<file path="src/rtl/ptx_pkg.sv">
package ptx_pkg;

  localparam logic [2:0] FMT_RGBA8  = 3'd0;
  localparam logic [2:0] FMT_RGB8   = 3'd1;
  localparam logic [2:0] FMT_RGB5A1 = 3'd2;
  localparam logic [2:0] FMT_RGBA4  = 3'd3;

  typedef struct packed {
    logic [7:0] r;
    logic [7:0] g;
    logic [7:0] b;
    logic [7:0] a;
  } rgba_t;

  typedef enum logic [2:0] {
    ST_IDLE,
    ST_REQ,
    ST_WAIT,
    ST_WRITE,
    ST_DONE
  } xfer_st_e;

  function automatic logic src_fmt_ok(input logic [2:0] f);
    return (f == FMT_RGBA8) || (f == FMT_RGB5A1) || (f == FMT_RGBA4);
  endfunction

  function automatic logic dst_fmt_ok(input logic [2:0] f);
    return (f <= FMT_RGBA4);
  endfunction

  function automatic logic [2:0] fmt_bytes(input logic [2:0] f);
    case (f)
      FMT_RGBA8: return 3'd4;
      FMT_RGB8:  return 3'd3;
      default:   return 3'd2;
    endcase
  endfunction

endpackage

</file>
<file path="src/rtl/ptx_decode.sv">
module ptx_decode
  import ptx_pkg::*;
(
  input  logic [2:0]  fmt_i,
  input  logic [31:0] word_i,
  output rgba_t       px_o
);
  // widened colour channels, index 0 red, 1 green, 2 blue
  logic [7:0] wide5 [3];
  logic [7:0] wide4 [3];

  for (genvar c = 0; c < 3; c++) begin : g_chan
    localparam int P5 = 11 - 5 * c;
    localparam int P4 = 12 - 4 * c;
    assign wide5[c] = {word_i[P5+4:P5], word_i[P5+4:P5+2]};
    assign wide4[c] = {word_i[P4+3:P4], word_i[P4+3:P4]};
  end

  always_comb begin
    case (fmt_i)
      FMT_RGB5A1: px_o = '{r: wide5[0], g: wide5[1], b: wide5[2],
                           a: {8{word_i[0]}}};
      FMT_RGBA4:  px_o = '{r: wide4[0], g: wide4[1], b: wide4[2],
                           a: {word_i[3:0], word_i[3:0]}};
      default:    px_o = '{r: word_i[31:24], g: word_i[23:16],
                           b: word_i[15:8], a: word_i[7:0]};
    endcase
  end
endmodule

</file>
<file path="src/rtl/ptx_encode.sv">
module ptx_encode
  import ptx_pkg::*;
(
  input  logic [2:0]  fmt_i,
  input  rgba_t       px_i,
  output logic [31:0] word_o
);
  always_comb begin
    case (fmt_i)
      FMT_RGB8:   word_o = {8'h00, px_i.r, px_i.g, px_i.b};
      FMT_RGB5A1: word_o = {16'h0000, px_i.r[7:3], px_i.g[7:3],
                            px_i.b[7:3], px_i.a[7]};
      FMT_RGBA4:  word_o = {16'h0000, px_i.r[7:4], px_i.g[7:4],
                            px_i.b[7:4], px_i.a[7:4]};
      default:    word_o = {px_i.r, px_i.g, px_i.b, px_i.a};
    endcase
  end
endmodule

</file>
<file path="src/rtl/ptx_walker.sv">
module ptx_walker #(
  parameter int AW    = 32,
  parameter int DIM_W = 12
) (
  input  logic             clk,
  input  logic             rst_n,
  input  logic             init_i,
  input  logic             step_i,
  input  logic [AW-1:0]    src_base_i,
  input  logic [AW-1:0]    dst_base_i,
  input  logic [DIM_W-1:0] src_width_i,
  input  logic [DIM_W-1:0] row_px_i,
  input  logic [DIM_W-1:0] rows_i,
  input  logic [2:0]       src_bytes_i,
  input  logic [2:0]       dst_bytes_i,
  input  logic             halve_i,
  output logic [AW-1:0]    src_addr_o,
  output logic [AW-1:0]    dst_addr_o,
  output logic             last_o
);
  localparam int PAD = AW - DIM_W;

  logic [DIM_W-1:0] x_q, y_q, row_px_q, rows_q;
  logic [AW-1:0]    row_start_q, row_step_q, px_step_q;
  logic [2:0]       dst_step_q;
  logic             row_end;

  assign row_end = (x_q == row_px_q - 1'b1);
  assign last_o  = row_end && (y_q == rows_q - 1'b1);

  always_ff @(posedge clk or negedge rst_n) begin
    if (!rst_n) begin
      x_q         <= '0;
      y_q         <= '0;
      row_px_q    <= '0;
      rows_q      <= '0;
      row_start_q <= '0;
      row_step_q  <= '0;
      px_step_q   <= '0;
      dst_step_q  <= '0;
      src_addr_o  <= '0;
      dst_addr_o  <= '0;
    end else if (init_i) begin
      x_q         <= '0;
      y_q         <= '0;
      row_px_q    <= row_px_i;
      rows_q      <= rows_i;
      row_start_q <= src_base_i;
      src_addr_o  <= src_base_i;
      dst_addr_o  <= dst_base_i;
      dst_step_q  <= dst_bytes_i;
      row_step_q  <= {{PAD{1'b0}}, src_width_i} << ((src_bytes_i == 3'd4) ? 2 : 1);
      px_step_q   <= AW'(src_bytes_i) << halve_i;
    end else if (step_i) begin
      dst_addr_o <= dst_addr_o + AW'(dst_step_q);
      if (row_end) begin
        x_q         <= '0;
        y_q         <= y_q + 1'b1;
        row_start_q <= row_start_q + row_step_q;
        src_addr_o  <= row_start_q + row_step_q;
      end else begin
        x_q        <= x_q + 1'b1;
        src_addr_o <= src_addr_o + px_step_q;
      end
    end
  end
endmodule

</file>
<file path="src/rtl/ptx_ctrl.sv">
module ptx_ctrl
  import ptx_pkg::*;
(
  input  logic     clk,
  input  logic     rst_n,
  input  logic     start_i,
  input  logic     cfg_ok_i,
  input  logic     empty_i,
  input  logic     rd_req_ready_i,
  input  logic     rd_rsp_valid_i,
  input  logic     wr_ready_i,
  input  logic     last_i,
  output xfer_st_e state_o,
  output logic     accept_o,
  output logic     capture_o,
  output logic     step_o
);
  xfer_st_e nxt;

  assign accept_o  = (state_o == ST_IDLE) && start_i;
  assign capture_o = (state_o == ST_WAIT) && rd_rsp_valid_i;
  assign step_o    = (state_o == ST_WRITE) && wr_ready_i;

  always_comb begin
    nxt = state_o;
    case (state_o)
      ST_IDLE:  if (start_i) nxt = (!cfg_ok_i || empty_i) ? ST_DONE : ST_REQ;
      ST_REQ:   if (rd_req_ready_i) nxt = ST_WAIT;
      ST_WAIT:  if (rd_rsp_valid_i) nxt = ST_WRITE;
      ST_WRITE: if (wr_ready_i) nxt = last_i ? ST_DONE : ST_REQ;
      ST_DONE:  nxt = ST_IDLE;
      default:  nxt = ST_IDLE;
    endcase
  end

  always_ff @(posedge clk or negedge rst_n) begin
    if (!rst_n) state_o <= ST_IDLE;
    else        state_o <= nxt;
  end
endmodule

</file>
<file path="src/rtl/pix_convert_copy.sv">
module pix_convert_copy
  import ptx_pkg::*;
#(
  parameter int AW    = 32,
  parameter int DIM_W = 12
) (
  input  logic             clk,
  input  logic             rst_n,
  input  logic             start_i,
  input  logic [AW-1:0]    src_base_i,
  input  logic [AW-1:0]    dst_base_i,
  input  logic [DIM_W-1:0] src_width_i,
  input  logic [DIM_W-1:0] dst_width_i,
  input  logic [DIM_W-1:0] rows_i,
  input  logic [2:0]       src_fmt_i,
  input  logic [2:0]       dst_fmt_i,
  input  logic             halve_i,
  output logic             busy_o,
  output logic             done_irq_o,
  output logic             fmt_err_o,
  output logic             rd_req_valid_o,
  input  logic             rd_req_ready_i,
  output logic [AW-1:0]    rd_req_addr_o,
  input  logic             rd_rsp_valid_i,
  output logic             rd_rsp_ready_o,
  input  logic [31:0]      rd_rsp_data_i,
  output logic             wr_valid_o,
  input  logic             wr_ready_i,
  output logic [AW-1:0]    wr_addr_o,
  output logic [31:0]      wr_data_o,
  output logic [2:0]       wr_nbytes_o
);
  xfer_st_e         state;
  logic             accept, capture, step, last, cfg_ok, empty;
  logic [DIM_W-1:0] row_px;
  logic [2:0]       sfmt_q, dfmt_q;
  rgba_t            px;
  logic [31:0]      enc_word;

  assign row_px = halve_i ? (dst_width_i >> 1) : dst_width_i;
  assign cfg_ok = src_fmt_ok(src_fmt_i) && dst_fmt_ok(dst_fmt_i);
  assign empty  = (row_px == '0) || (rows_i == '0);

  ptx_ctrl u_ctrl (
    .clk, .rst_n,
    .start_i        (start_i),
    .cfg_ok_i       (cfg_ok),
    .empty_i        (empty),
    .rd_req_ready_i (rd_req_ready_i),
    .rd_rsp_valid_i (rd_rsp_valid_i),
    .wr_ready_i     (wr_ready_i),
    .last_i         (last),
    .state_o        (state),
    .accept_o       (accept),
    .capture_o      (capture),
    .step_o         (step)
  );

  ptx_walker #(.AW(AW), .DIM_W(DIM_W)) u_walk (
    .clk, .rst_n,
    .init_i      (accept),
    .step_i      (step),
    .src_base_i  (src_base_i),
    .dst_base_i  (dst_base_i),
    .src_width_i (src_width_i),
    .row_px_i    (row_px),
    .rows_i      (rows_i),
    .src_bytes_i (fmt_bytes(src_fmt_i)),
    .dst_bytes_i (fmt_bytes(dst_fmt_i)),
    .halve_i     (halve_i),
    .src_addr_o  (rd_req_addr_o),
    .dst_addr_o  (wr_addr_o),
    .last_o      (last)
  );

  ptx_decode u_dec (.fmt_i(sfmt_q), .word_i(rd_rsp_data_i), .px_o(px));
  ptx_encode u_enc (.fmt_i(dfmt_q), .px_i(px), .word_o(enc_word));

  always_ff @(posedge clk or negedge rst_n) begin
    if (!rst_n) begin
      sfmt_q      <= FMT_RGBA8;
      dfmt_q      <= FMT_RGBA8;
      fmt_err_o   <= 1'b0;
      wr_data_o   <= '0;
      wr_nbytes_o <= 3'd4;
    end else begin
      if (accept) begin
        sfmt_q      <= src_fmt_i;
        dfmt_q      <= dst_fmt_i;
        fmt_err_o   <= !cfg_ok;
        wr_nbytes_o <= fmt_bytes(dst_fmt_i);
      end
      if (capture) wr_data_o <= enc_word;
    end
  end

  assign busy_o         = (state != ST_IDLE);
  assign done_irq_o     = (state == ST_DONE);
  assign rd_req_valid_o = (state == ST_REQ);
  assign rd_rsp_ready_o = (state == ST_WAIT);
  assign wr_valid_o     = (state == ST_WRITE);
endmodule

</file>
<file path="config.mk">
export PLATFORM = sky130hd
export DESIGN_NAME = pix_convert_copy
export DESIGN_NICKNAME = d
export VERILOG_FILES = /design/src/rtl/ptx_pkg.sv /design/src/rtl/ptx_decode.sv /design/src/rtl/ptx_encode.sv /design/src/rtl/ptx_walker.sv /design/src/rtl/ptx_ctrl.sv /design/src/rtl/pix_convert_copy.sv
export SDC_FILE = /design/constraint.sdc
export NUM_CORES = 1
export LEC_CHECK = 0
export BUFFER_PORTS_ARGS = -buffer_cell sky130_fd_sc_hd__buf_2
export CORE_ASPECT_RATIO = 1.75
export CORE_MARGIN = 2
export CORE_UTILIZATION = 45
export CTS_CLUSTER_SIZE = 12
export DETAILED_ROUTE_END_ITERATION = 8
export GPL_TIMING_DRIVEN = 0
export PLACE_DENSITY = 0.76
export SLEW_MARGIN = 10
export SYNTH_ARGS = -nofsm -noshare
export SYNTH_HDL_FRONTEND = slang
export SYNTH_SLANG_ARGS = --single-unit
export TNS_END_PERCENT = 10
</file>
<file path="constraint.sdc">
create_clock -name clk -period 4.65 [get_ports clk]
set_input_delay 0.93 -clock clk [delete_from_list [all_inputs] [get_ports clk]]
set_output_delay 0.93 -clock clk [all_outputs]
set_load 0.02 [all_outputs]
</file>
==> results of run 1 <==
[power breakdown]
group | switching [uW] | leakage (uW) | total, uW | internal, uW
Combinational | 3790 | 0.00405 | 5880 | 2090
Clock | 754 | 0.000312 | 1660 | 908
Sequential | 805 | 0.00257 | 3380 | 2580
Total | 5350 | 0.00693 | 10900 | 5580
[placed cells by master, fill, tap and decap left out, types with 11 or more instances in the layout]
cell type / instances
clkbuf_1: 78
a31oi_1: 20
nor2_1: 146
a211oi_1: 18
buf_2: 252
inv_1: 37
xor2_1: 61
nand4_1: 29
o221ai_1: 16
nand2_1: 238
and2_1: 11
nor4_1: 25
clkbuf_16: 23
o22ai_1: 16
nand3_1: 49
o21a_1: 23
ha_1: 26
and3_1: 29
a21oi_1: 104
xnor2_1: 50
dfrtp_1: 208
o21ai_0: 136
mux2i_1: 48
nor3_1: 35
[registers in the layout, indices dropped and copies added (netlist names)]
register	flops
u_walk.row_step_q	15
u_walk.row_px_q	12
u_walk.px_step_q	4
wr_nbytes_o	1
u_walk.rows_q	12
dfmt_q	3
wr_data_o	32
u_walk.dst_step_q	3
u_walk.row_start_q	32
u_walk.x_q	12
u_walk.y_q	12
u_walk.dst_addr_o	32
fmt_err_o	1
u_ctrl.state_o	3
u_walk.src_addr_o	32
sfmt_q	3
[per-layer routing]
layer,up-vias,GRT usage,wire length [um]
li1,6199,-,-
met1,6563,0.342,17200
met4,0,0.245,4560
met2,698,0.547,23700
met5,-,0,0
met3,245,0.0450,3520
[final timing paths]
check / end / cells after the start / slack, ps
min: u_walk.row_px_q[1] / 1 / 460
max reg2reg: u_walk.src_addr_o[26] / 12 / 770
min reg2reg: wr_data_o[25] / 2 / 480
max in group asynchronous: u_walk.dst_addr_o[31] / 2 / 3110
min in group clk: wr_data_o[25] / 2 / 480
max: u_walk.src_addr_o[26] / 12 / 770
[synth_stat cells, types with 11 or more instances]
cell | count | area share
nand2_1 | 238 | 0.068
dfrtp_1 | 208 | 0.40
nor2_1 | 146 | 0.042
o21ai_0 | 136 | 0.052
a21oi_1 | 104 | 0.040
clkbuf_1 | 73 | 0.021
xor2_1 | 61 | 0.041
xnor2_1 | 50 | 0.033
nand3_1 | 49 | 0.019
mux2i_1 | 48 | 0.037
inv_1 | 37 | 0.011
nor3_1 | 35 | 0.013
and3_1 | 29 | 0.014
nand4_1 | 29 | 0.014
ha_1 | 26 | 0.025
nor4_1 | 25 | 0.012
o21a_1 | 23 | 0.013
a31oi_1 | 20 | 0.0095
a211oi_1 | 18 | 0.010
o221ai_1 | 16 | 0.011
o22ai_1 | 16 | 0.0076
and2_1 | 11 | 0.0052
[per-stage QoR]
step	total power (uW)	cells	setup slack [ps]	utilization
after floorplan	7150	1574	1700	-
after global placement	9040	2201	-1020	0.517
after detailed placement	9150	2202	841	0.519
after CTS	10800	2235	838	0.541
after global routing	11600	2235	563	0.541
final	10900	2235	768	0.541
[kinds of logic after synthesis]
family | Yosys count | synth area share
adder cells (fa/ha/maj) | 29 | 0.0293
XOR/XNOR | 111 | 0.0740
AO/OA/AOI/OAI | 423 | 0.200
AND/OR/NAND/NOR | 627 | 0.223
buffers and inverters | 127 | 0.0389
flip-flops | 209 | 0.398
multiplexers | 48 | 0.0366
[worst max-delay path: stages (launching register included)]
cell and delay, ps:
dfrtp_1 460, inv_1 80, ha_1 240, nor3b_2 210, or3_1 320, a31oi_1 170, a31oi_1 80, nor4_1 670
buf_2 380, nand2_1 300, clkbuf_1 440, a31oi_1 270, o221a_2 190
[cell type report]
cell class / count / share of cell area
tap: 378 / 0.0305
buffer: 90 / 0.0240
timing repair buffer: 250 / 0.0827
inverter: 37 / 0.00894
sequential: 209 / 0.337
multi-input combinational: 1238 / 0.477
clock inverter: 4 / 0.00129
clock buffer: 29 / 0.0392
==> run summary, run 1 <==
Vias per inst -> 6.13
DIE HEIGHT -> 230 um
All-Layer GR Usage -> 0.315
Post-DP Area -> 14900 um^2
Starting DRT DRC Count -> 1028
P per Cell Area -> 704 nW/um^2
# hold bufs at CTS -> 0
Post-layout min period -> 3880 ps
Core area -> 28700 um^2
Synthesized instance count -> 1574
Row cnt -> 82
Async SR Flop Fraction -> 1.00
Die X -> 133 um
CTS resizes -> 0
First-pass GRT wire length -> 74.9 mm
Residual DRC -> 0
Register area -> 5230 um^2
CTS tree -> yes
Initial core utilization -> 0.457
Clock root buffer -> clkbuf_16
Startpoint type of the worst setup path -> register
Multi-input gate area -> 7400 um^2
Hold crit path type -> in2async
Worst ir drop on vdd -> 0.365 mV
Input/output buffers -> 249
# IOs -> 250
WL final -> 49.0 mm
Reg2Reg Launch Point -> u_walk.row_px_q[0]
Design area -> 15500 um^2
Global placement routability congestion -> 0.972
EDFF count, synth -> 0
Leak -> 0.00693 uW
ANT nets after route -> 0
Pin count of the biggest net entering global routing -> 107
Clock Skew -> 13.9 ps
F_max -> 0.258 GHz
RSZ-0062 raised after global routing -> no
Slew Limit Fails -> 0
Clk_lat worst skew -> 530 ps
Worst Setup SP -> u_walk.row_px_q[0]
Final net count -> 2022
Area of the mapped netlist -> 13100 um^2
Vias in the first global route -> 13.5k
Seq cells post-synth -> 209
Syn_area_per_cell -> 8.35 um^2
Worst Path Required -> 5120 ps
Crit-path max FO -> 10
Post-CTS setup buffers -> 0
Layout cell share with drive strength beyond 1 -> 0.163
Num CTS Buffers -> 22
N_diodes -> 0
Slew margin rel. -> 0.230
Routed via count -> 13.7k
Ys flop type -> dfrtp_1
Data arrival time of the worst path -> 4350 ps
Fill cells -> 2740
Max cap viols -> 0
Remaining Overflow, GRT -> 0
DP HPWL -> 37.0 mm
WHS -> 459 ps
Initial antenna violation count -> 0
Clock slew at reported path FFs -> 70 ps
Worst-margin pin slew -> 1150 ps
Sequential share of the synthesized area -> 0.398
DR pass1 iterations -> 5
Period utilization -> 0.835
Longest Clk Path Bufs -> 3
Area grow syn2layout -> 18.1%
Outcome -> finished clean
Routed wire length per instance -> 21.9 um
Die area -> 30600 um^2
Critical Path Sink Type -> register
Setup tns final -> 0 ps
Post-synthesis net count -> 1748
Crit Path Class -> reg2reg
Final hold viol count -> 0
H-Tree Depth -> 1
Yosys warning count -> 0
Synth cell types -> 69
Setup-failing EPs final -> 0
Clock net sink count -> 209
Note: power is estimated with default switching activity, not from simulation.
==> inputs of run 2 (changes only) <==
- PLACE_DENSITY: 0.76 -> 0.79
- clock period: 4.65 -> 3.35 ns (I/O delays scaled with it)
==> run 2 against run 1 <==
Against the previous run:
- critical path depth shrank 5
- clock skew grew 1.7 ps
- sequential power grew 38%
- die area is the same
- maximum frequency grew 16%
- via count shrank 0.57%
- worst setup slack lost 760 ps
- first-iteration DRC count grew 11%
- count of clock-buffer cells in the layout grew 4
- critical path type unchanged
- largest cell class unchanged
- largest power group unchanged
==> run summary, run 2 (synthesis gave the netlist of run 1 again) <==
Outcome -> finished clean
Fin util -> 0.545
# hold bufs at CTS -> 0
Crit Path Class -> reg2reg
Design area -> 15700 um^2
Clock net sink count -> 209
Vias per inst -> 6.09
Routed wire length per instance -> 21.7 um
CTS tree -> yes
Core area -> 28700 um^2
Setup-failing EPs final -> 0
Worst-margin pin slew -> 976 ps
Most common cell after layout, fill and taps aside -> buf_2
Starting DRT DRC Count -> 1142
WL final -> 48.7 mm
ANT nets after route -> 0
Register share of total power -> 0.306
Final net count -> 2023
Initial antenna violation count -> 1
Clock root buffer -> clkbuf_16
Post-DP Area -> 14900 um^2
Switching power -> 7490 uW
Clock Skew -> 15.6 ps
Fill cells -> 2694
Hold crit path type -> in2async
P per Cell Area -> 977 nW/um^2
Global placement routability congestion -> 1.04
Critical Path Sink Type -> register
Longest Clk Path Bufs -> 3
All-Layer GR Usage -> 0.311
Most frequent cells in the layout -> buf_2 (249), nand2_1 (237), dfrtp_1 (207)
Startpoint type of the worst setup path -> register
Data arrival time of the worst path -> 3710 ps
DIE HEIGHT -> 230 um
Period utilization -> 0.996
Final hold viol count -> 0
H-Tree Depth -> 1
Initial core utilization -> 0.457
RSZ-0062 raised after global routing -> yes
Crit-path max FO -> 10
Slew Limit Fails -> 0
Input/output buffers -> 249
Internal cell power -> 7810 uW
Vias in the first global route -> 13.8k
Sw frac -> 0.489
Slew margin rel. -> 0.349
Row cnt -> 82
Clk_lat worst skew -> 540 ps
First-pass GRT wire length -> 74.0 mm
Pin count of the biggest net entering global routing -> 108
Clock network fraction of total power -> 0.153
Comb power frac -> 0.541
Num CTS Buffers -> 22
Residual DRC -> 0
Clock slew at reported path FFs -> 60 ps
Layout cell share with drive strength beyond 1 -> 0.174
Routed via count -> 13.6k
Max cap viols -> 0
Die X -> 133 um
DR pass1 iterations -> 5
Remaining Overflow, GRT -> 0
DP HPWL -> 37.0 mm
Worst ir drop on vdd -> 0.450 mV
F_max -> 0.300 GHz
Leak -> 0.00698 uW
Post-layout min period -> 3340 ps
Die area -> 30600 um^2
Worst Path Required -> 3720 ps
Area grow syn2layout -> 19.2%
# IOs -> 250
==> run 2: cell types whose count changed in the layout (fill, tap and decap cells not counted), moves of 3 or more <==
cell      before  now
buf_2        252  249
clkbuf_1      78   75
buf_4          2    6
o21ai_0      136  132
clkinv_2       4    0
nor3_1        35   32
clkbuf_2       0    6
o21ai_1        1    5
==> run 2: per-layer routing <==
metal / GRT usage / wire (um) / vias to the layer above
li1: - / - / 6186
met1: 0.319 / 16300 / 6459
met2: 0.552 / 24400 / 724
met3: 0.0527 / 3650 / 258
met4: 0.250 / 4290 / 0
met5: 0 / 0 / -
==> run 2: metrics by stage <==
stage               std cells  hold slack, ps  TNS (ps)  setup WS (ps)  power [uW]
detailed placement       2202             460    -15820           -533       12700
CTS                      2237             235         0           37.5       15100
global placement         2201             452   -426390          -2030       12500
finish                   2238             161         0           12.2       15300
global route             2238             241      -773          -87.7       16200
floorplan                1574             374         0            403        9930
==> run 2: repair_timing <==
action | CTS | global route
setup endpoints to repair | 79 | 64
pin swaps | 2 | 1
endpoints found under the hold margin | 0 | 0
resized for setup | 17 | 15
buffers inserted | 2 | 0
==> run 2: final timing paths <==
kind	slack, ps	to	startpoint	depth (start not counted)
min reg2reg	470	wr_nbytes_o[2]	wr_nbytes_o[2]	2
max reg2reg	10	u_walk.dst_step_q[1]	u_ctrl.state_o[1]	7
max	10	u_walk.dst_step_q[1]	u_ctrl.state_o[1]	7
min	160	u_walk.row_px_q[0]	rst_n	1
min in group clk	340	u_walk.rows_q[2]	rows_i[2]	3
max in group asynchronous	2130	u_walk.src_addr_o[13]	rst_n	2
==> run 2: power groups by stage <==
stage,combinational [uW],sequential [uW],clock (uW)
2_1_floorplan,4840,5090,0
6_report,8280,4680,2350
3_3_place_gp,7880,4620,0
3_5_place_dp,8030,4670,0
5_1_grt,8980,4820,2450
4_1_cts,8120,4630,2350
==> run 2: area by class of cell <==
| cell class | instances | area (um^2) | area share |
|---|---|---|---|
| diodes | 1 | 2.50 | 0.000160 |
| plain buffers | 89 | 384 | 0.0245 |
| well taps | 378 | 473 | 0.0302 |
| clock inverters | 1 | 8.76 | 0.000559 |
| flip-flops and latches | 209 | 5230 | 0.334 |
| clock buffers | 33 | 633 | 0.0404 |
| multi-input cells | 1238 | 7490 | 0.478 |
| repair buffers | 252 | 1300 | 0.0829 |
| inverters | 37 | 139 | 0.00887 |
==> run 2: critical path, stage by stage (launching register included) <==
cell	delay, ps
dfrtp_1	320
clkbuf_1	310
nor3_1	120
nand2_1	250
clkbuf_1	500
clkbuf_1	660
clkbuf_1	800
a21boi_0	210
==> inputs of run 3 (changes only) <==
- CORE_MARGIN: 2 -> 5
==> run 3 against run 2 <==
Against the previous run:
- the run now ends with setup timing left
- via count increased by 0.99%
- clock skew decreased by 6.0 ps
- global-route usage decreased by 1.8 points
- critical path depth did not move
- sequential cell count stayed put
- critical endpoint is now u_walk.row_px_q[1]
==> run summary, run 3 (synthesis gave the netlist of run 1 again) <==
Input/output buffers -> 249
Routed wire length per instance -> 22.2 um
# hold bufs at CTS -> 0
RSZ-0062 raised after global routing -> yes
Crit path buf inv count -> 4
Period utilization -> 1.02
Num CTS Buffers -> 23
Crit Path Class -> reg2reg
Clock Skew -> 9.55 ps
Clock net sink count -> 209
Initial antenna violation count -> 0
DP HPWL -> 38.3 mm
Finished Layout Cells -> 2241
Clock root buffer -> clkbuf_16
Layout cell share with drive strength beyond 1 -> 0.181
Worst setup margin -> -74.1 ps
Crit-path slowest cell -> buf_1
Crit path cell chain -> clkbuf_1, nor3_1, nand2_1, clkbuf_1, clkbuf_1, buf_1, o21ai_0
Most frequent cells in the layout -> buf_2 (248), nand2_1 (236), dfrtp_1 (206)
Worst ir drop on vdd -> 0.629 mV
Startpoint type of the worst setup path -> register
H-Tree Depth -> 1
Fill cells -> 2702
Core area -> 28700 um^2
N_diodes -> 0
Die X -> 139 um
CTS tree -> yes
Dpl cells -> 2203
Setup-failing EPs final -> 9
First-pass GRT wire length -> 77.0 mm
Clk_lat worst skew -> 530 ps
Vias per inst -> 6.14
Starting DRT DRC Count -> 1060
Worst-margin pin slew -> 1040 ps
Overall Power -> 15600 uW
Final hold viol count -> 0
All-Layer GR Usage -> 0.293
Global placement routability congestion -> 1.00
Remaining Overflow, GRT -> 0
Multi-input gate area -> 7500 um^2
Max cap viols -> 0
Crit-path max FO -> 10
Residual DRC -> 0
Initial core utilization -> 0.457
DR pass1 iterations -> 6
Failing checks -> setup timing
Slew Limit Fails -> 0
Area grow syn2layout -> 20.2%
Pin count of the biggest net entering global routing -> 83
Routed via count -> 13.8k
Die area -> 32900 um^2
P per Cell Area -> 986 nW/um^2
CP delay by family, top -> buffers and inverters
Hold crit path type -> in2async
CP peak stage delay -> 830 ps
Row cnt -> 82
Final net count -> 2024
Fin util -> 0.550
Setup WS pre-CTS -> -483 ps
Post-layout min period -> 3420 ps
Slew margin rel. -> 0.308
Longest Clk Path Bufs -> 3
ANT nets after route -> 0
Vias in the first global route -> 13.9k
F_max -> 0.292 GHz
WL final -> 49.8 mm
# IOs -> 250
Critical Path Most Common Cell -> clkbuf_1
Critical Path Sink Type -> register
Most common cell after layout, fill and taps aside -> buf_2
DIE HEIGHT -> 236 um
Register area -> 5230 um^2
Outcome -> complete, but fails checks
Leak -> 0.00705 uW
Data arrival time of the worst path -> 3790 ps
Worst Path Required -> 3720 ps
Clock slew at reported path FFs -> 60 ps
-- run 3: worst paths after layout --
kind	start	endpoint	slack [ps]	depth (start not counted)
setup reg to reg	u_ctrl.state_o[1]	u_walk.row_px_q[1]	-70	7
setup / recovery	u_ctrl.state_o[1]	u_walk.row_px_q[1]	-70	7
max in group asynchronous	rst_n	u_walk.dst_addr_o[6]	2110	3
min in group clk	dst_base_i[22]	u_walk.dst_addr_o[22]	340	3
hold reg to reg	wr_data_o[2]	wr_data_o[2]	470	2
hold / removal	rst_n	u_walk.row_px_q[0]	60	1
-- run 3: routing by layer --
metal  global-route usage  up-vias  wire (um)
li1                     -     6219          -
met1                0.316     6615      17100
met2                0.523      703      25200
met3               0.0482      225       3510
met4                0.197        0       4000
met5                    0        -          0
-- run 3: layout make-up --
type / instances / area share
multi-input cells: 1238 / 0.474
flip-flops and latches: 209 / 0.331
repair buffers: 252 / 0.0835
clock buffers: 34 / 0.0428
well taps: 378 / 0.0299
plain buffers: 89 / 0.0249
inverters: 37 / 0.00879
clock inverters: 4 / 0.00443
-- run 3: report_power, final --
| part | total [uW] | leakage [uW] | internal, uW | switching, uW |
|---|---|---|---|---|
| clock | 2610 | 0.000369 | 1540 | 1070 |
| sequential | 4690 | 0.00257 | 3580 | 1110 |
| combinational | 8290 | 0.00412 | 2950 | 5340 |
| total | 15600 | 0.00705 | 8070 | 7520 |
-- run 3: per-stage QoR --
step / hold slack, ps / instance area, um^2 / setup TNS [ps]
finish: 57.0 / 15800 / -295
global route: 92.2 / 15800 / -1310
CTS: 73.3 / 15700 / -242
detailed placement: 463 / 14900 / -11480
global placement: 451 / 14900 / -424390
floorplan: 374 / 13100 / 0
-- run 3: timing repair --
action,CTS,global route
endpoints found under the setup margin,66,103
pin swaps,1,3
buffers inserted,1,0
resized for setup,13,34
